==> src/rtl/extint_pkg.sv <==
package extint_pkg;
  typedef enum logic {
    TRIG_LEVEL = 1'b0,
    TRIG_EDGE  = 1'b1
  } trig_e;

  function automatic int unsigned mode_bit(input int unsigned k);
    return 2 * k;
  endfunction

  function automatic int unsigned pend_bit(input int unsigned k);
    return 2 * k + 1;
  endfunction
endpackage

==> src/rtl/extint_sync.sv <==
module extint_sync #(
  parameter int unsigned STAGES = 2
) (
  input  logic clk_i,
  input  logic rst_ni,
  input  logic pin_ni,
  output logic lvl_o,
  output logic fall_o
);
  logic [STAGES-1:0] chain_q;
  logic              prev_q;

  // reset to the inactive (high) level so no edge is seen at reset release
  always_ff @(posedge clk_i or negedge rst_ni) begin
    if (!rst_ni) begin
      chain_q <= '1;
      prev_q  <= 1'b1;
    end else begin
      chain_q <= {chain_q[STAGES-2:0], pin_ni};
      prev_q  <= chain_q[STAGES-1];
    end
  end

  assign lvl_o  = chain_q[STAGES-1];
  assign fall_o = prev_q & ~chain_q[STAGES-1];
endmodule

==> src/rtl/extint_chan.sv <==
module extint_chan
  import extint_pkg::*;
(
  input  logic clk_i,
  input  logic rst_ni,
  input  logic lvl_i,
  input  logic fall_i,
  input  logic ack_i,
  input  logic we_i,
  input  logic wmode_i,
  input  logic wpend_i,
  output logic mode_o,
  output logic pend_o
);
  trig_e mode_q, mode_d;
  logic  flag_q, flag_d;

  always_comb begin
    mode_d = we_i ? trig_e'(wmode_i) : mode_q;
    if (mode_q == TRIG_LEVEL) begin
      flag_d = 1'b0;
    end else begin
      flag_d = flag_q;
      if (ack_i)  flag_d = 1'b0;
      if (we_i)   flag_d = wpend_i;
      if (fall_i) flag_d = 1'b1;  // a new edge wins over ack and write
    end
  end

  always_ff @(posedge clk_i or negedge rst_ni) begin
    if (!rst_ni) begin
      mode_q <= TRIG_LEVEL;
      flag_q <= 1'b0;
    end else begin
      mode_q <= mode_d;
      flag_q <= flag_d;
    end
  end

  assign mode_o = (mode_q == TRIG_EDGE);
  assign pend_o = (mode_q == TRIG_EDGE) ? flag_q : ~lvl_i;
endmodule

==> src/rtl/extint_cond.sv <==
module extint_cond
  import extint_pkg::*;
#(
  parameter int unsigned NUM_PINS    = 2,
  parameter int unsigned SYNC_STAGES = 2,
  parameter int unsigned REG_W       = 8
) (
  input  logic                clk_i,
  input  logic                rst_ni,
  input  logic [NUM_PINS-1:0] pin_ni,
  input  logic [NUM_PINS-1:0] vec_ack_i,
  input  logic                ctrl_we_i,
  input  logic [REG_W-1:0]    ctrl_wdata_i,
  output logic [REG_W-1:0]    ctrl_rdata_o,
  output logic [NUM_PINS-1:0] pend_o
);
  localparam int unsigned USED_W = 2 * NUM_PINS;

  logic [NUM_PINS-1:0] sync_lvl;
  logic [NUM_PINS-1:0] sync_fall;
  logic [NUM_PINS-1:0] type_q;

  for (genvar k = 0; k < NUM_PINS; k++) begin : g_pin
    extint_sync #(.STAGES(SYNC_STAGES)) u_sync (
      .clk_i  (clk_i),
      .rst_ni (rst_ni),
      .pin_ni (pin_ni[k]),
      .lvl_o  (sync_lvl[k]),
      .fall_o (sync_fall[k])
    );

    extint_chan u_chan (
      .clk_i   (clk_i),
      .rst_ni  (rst_ni),
      .lvl_i   (sync_lvl[k]),
      .fall_i  (sync_fall[k]),
      .ack_i   (vec_ack_i[k]),
      .we_i    (ctrl_we_i),
      .wmode_i (ctrl_wdata_i[mode_bit(k)]),
      .wpend_i (ctrl_wdata_i[pend_bit(k)]),
      .mode_o  (type_q[k]),
      .pend_o  (pend_o[k])
    );

    assign ctrl_rdata_o[mode_bit(k)] = type_q[k];
    assign ctrl_rdata_o[pend_bit(k)] = pend_o[k];
  end

  if (REG_W > USED_W) begin : g_pad
    assign ctrl_rdata_o[REG_W-1:USED_W] = '0;
  end
endmodule

==> config.mk <==
export PLATFORM = sky130hd
export DESIGN_NAME = extint_cond
export DESIGN_NICKNAME = d
export VERILOG_FILES = /design/src/rtl/extint_pkg.sv /design/src/rtl/extint_sync.sv /design/src/rtl/extint_chan.sv /design/src/rtl/extint_cond.sv
export SDC_FILE = /design/constraint.sdc
export NUM_CORES = 1
export LEC_CHECK = 0
export ABC_AREA = 1
export ABC_CLOCK_PERIOD_IN_PS = 930
export BUFFER_PORTS_ARGS = -buffer_cell sky130_fd_sc_hd__buf_2
export CELL_PAD_IN_SITES_DETAIL_PLACEMENT = 2
export CELL_PAD_IN_SITES_GLOBAL_PLACEMENT = 2
export CORE_MARGIN = 4
export CORE_UTILIZATION = 19
export DETAILED_ROUTE_END_ITERATION = 7
export GPL_ROUTABILITY_DRIVEN = 0
export PLACE_DENSITY = 0.73
export SLEW_MARGIN = 20
export SYNTH_ARGS = -nofsm -noshare
export SYNTH_HDL_FRONTEND = slang
export SYNTH_HIERARCHICAL = 1
export SYNTH_SLANG_ARGS = --single-unit
==> constraint.sdc <==
create_clock -name clk_i -period 0.93 [get_ports clk_i]
set_input_delay 0.186 -clock clk_i [delete_from_list [all_inputs] [get_ports clk_i]]
set_output_delay 0.186 -clock clk_i [all_outputs]
set_load 0.02 [all_outputs]
==> flow_summary.toml <==
[grt]
grt_pass1_vias = 410
antenna_found_initial = 0
grt_remaining_overflow = 0
grt_max_degree = 11
grt_pass1_wl_um = 1790
grt_usage_pct = 7.74

[cts]
numClockSinks = 10
cts_buffers = 3
ctsHtreeMaxLevel = 1
clockBufferDepth = 2
clockRootBuffer = "clkbuf_4"
insertion_delay_ps = 260
clkTransAtPathRegs_ps = 60
tritoncts = "done"

[finish]
register_area_um2 = 260
utilization_pct = 33.5
multi_input_area_um2 = 161
area_growth_pct = 68.2
fillers = 260
drive_gt1_share_pct = 65.3
fin_cells = 103
nets = 91
n_antenna_cell = 0

[worst_setup_path]
crit_path_start_kind = "flop"
r2r-end = "g_pin[0].u_chan/flag_q$_DFFE_PN0P_"
path_delay_family = "flip-flops"
crit_type = "flop to primary output"
worstSetupEndpointType = "primary output"
path_cells = "o21ai_4 > buf_6"
reg2reg_depth = 7
path_max_fanout = 2
r2r-start = "g_pin[0].u_sync/chain_q[1]$_DFF_PN1_"
critPathBufInv = 1
cpPeakStageDelay_ps = 560
crit_slowest_cell = "dfstp_2"
required_ps = 740
crit_arrival_ps = 1010
reg2reg_slack_ps = -170

[status]
failed_checks = "negative setup slack"
status = "complete, but fails checks"

[synth]
synth_edf_count = 0
synth_area_um2 = 437
synth_top_cell_by_area = "dfstp_2"
synth.most_common_cell = "nand2_1"
synthCells = 47
synthTopCellsByCount = "12 x nand2_1, 6 x buf_4, 6 x dfstp_2"
synthArstFlopShare_pct = 100
synth_seq_cells = 10
synthFlopType = "dfstp_2"
synthDistinctLibCells = 11
syn_area_per_cell_um2 = 9.29
synthTopCellsByArea = "dfstp_2 36%, dfrtp_1 23%, buf_4 10%"
yosysSeqAreaShare_pct = 59.0
yosysTopAreaCellShare_pct = 36.1
ys_warn_count = 6

[floorplanning]
fp.dieH_um = 55.9
dieArea_mm2 = 0.00313
initial_utilization_pct = 19.9
core_mm2 = 0.00219
die_x_um = 55.9
rows = 17
io_pins = 25

[timing]
setup_ws_ps = -269
skew_ps = 4.24
fin_crit_sh_pct = 129
final-setup-viol-count = 8
hold_viol = 0
fin_crit_ps = 1200
setup_tns_ps = -1790
fmax_ghz = 0.834
rsz0062_at_grt = "yes"
slew_viol_final = 0

[placed_design]
portBuffers = 16
dp_hpwl_um = 780
dp.cells = 90

[drt]
dr.pass1.iters = 4
viasPerCell = 3.68
drt_wl_total_um = 1100
final_antenna_net_count = 0
via_count = 379
drt-initial-drc-count = 3
drc_errors = 0
wl_per_cell_um = 10.7

[worst_hold_path]
hold-path-cell-count = 1
worstHoldPathType = "primary input to flop"
whs_endpoint = "g_pin[1].u_sync/chain_q[0]$_DFF_PN1_"
hp-start = "pin_ni[1]"

[pwr]
cellPowerDensity_mw_per_mm2 = 1560
power_mw = 1.15
peakVddDrop_uv = 874
leakagePower_nw = 0.363

[flow_run]
maxCapViolCount = 0
worst max-delay path by stage:
stage | slack (ps) | from | cells after the start | endpoint
2_1_floorplan | -120 | g_pin[0].u_chan/mode_o$_DFFE_PN0P_ | 2 | pend_o[0]
6_report | -270 | g_pin[1].u_sync/chain_q[1]$_DFF_PN1_ | 2 | ctrl_rdata_o[3]
3_3_place_gp | -30 | g_pin[0].u_sync/chain_q[1]$_DFF_PN1_ | 2 | ctrl_rdata_o[1]
4_1_cts | -290 | g_pin[0].u_sync/chain_q[1]$_DFF_PN1_ | 2 | pend_o[0]
3_5_place_dp | -40 | g_pin[1].u_sync/chain_q[1]$_DFF_PN1_ | 2 | ctrl_rdata_o[3]
5_1_grt | -330 | g_pin[0].u_chan/mode_o$_DFFE_PN0P_ | 2 | pend_o[0]
state kept, by name, indices dropped and copies added (netlist names):
| register | flops |
|---|---|
| g_pin.u_chan/flag_q | 2 |
| g_pin.u_chan/mode_o | 2 |
| g_pin.u_sync/prev_q | 2 |
| g_pin.u_sync/chain_q | 4 |
area by class of cell:
type | count | share of cell area, %
Sequential cell | 10 | 35.4
Tap cell | 28 | 4.77
Inverter | 6 | 3.41
Multi-Input combinational cell | 28 | 22.0
Clock buffer | 4 | 4.94
Timing Repair Buffer | 27 | 29.5
cells by family after synthesis:
| group | share of synthesized area [%] |
|---|---|
| AO/OA/AOI/OAI | 4.58 |
| buffers and inverters | 15.5 |
| flip-flops | 59.0 |
| other | 0.859 |
| AND/OR/NAND/NOR | 20.1 |
timing repair:
action | in CTS | in global routing
buffers inserted | 4 | 4
hold buffers | 1 | 1
gates resized for setup | 18 | 5
setup endpoints to repair | 8 | 9
pin swaps | 5 | 3
endpoints found under the hold margin | 10 | 1
worst register-to-register path: stages, from the launching register on:
cell	delay, ps
dfstp_2	560
buf_4	110
buf_4	100
nor2_2	40
inv_1	40
nand2_1	40
nand2_1	50
nand2_1	60
stage by stage:
step                      cell area [um2]  setup slack (ps)  hold WS [ps]
after floorplan                       473              -119          -110
after global placement                558             -30.2          49.2
after detailed placement              558             -44.8          51.6
after CTS                             689              -291          3.81
after global routing                  734              -332          5.17
final                                 734              -269          27.4
cell usage in the layout (no fill, tap or decap), types with 3 or more instances in the layout:
cell,count
buf_2,10
buf_4,6
buf_6,9
clkbuf_4,3
conb_1,4
dfstp_2,6
inv_1,4
nand2_1,10
nor2_2,4
layer usage:
layer	routed length (um)	part of all wire [%]	up-vias	GRT usage (%)
met5	0	0	-	0
met3	55	5.0	2	2.32
met1	454	41	177	8.64
met4	8	0.72	0	6.10
li1	-	-	188	-
met2	585	53	12	12.2
power by group:
group	switching [mW]	internal (mW)
combinational	0.138	0.137
sequential	0.0266	0.476
clock	0.132	0.237
Note: power is estimated with default switching activity, not from simulation.
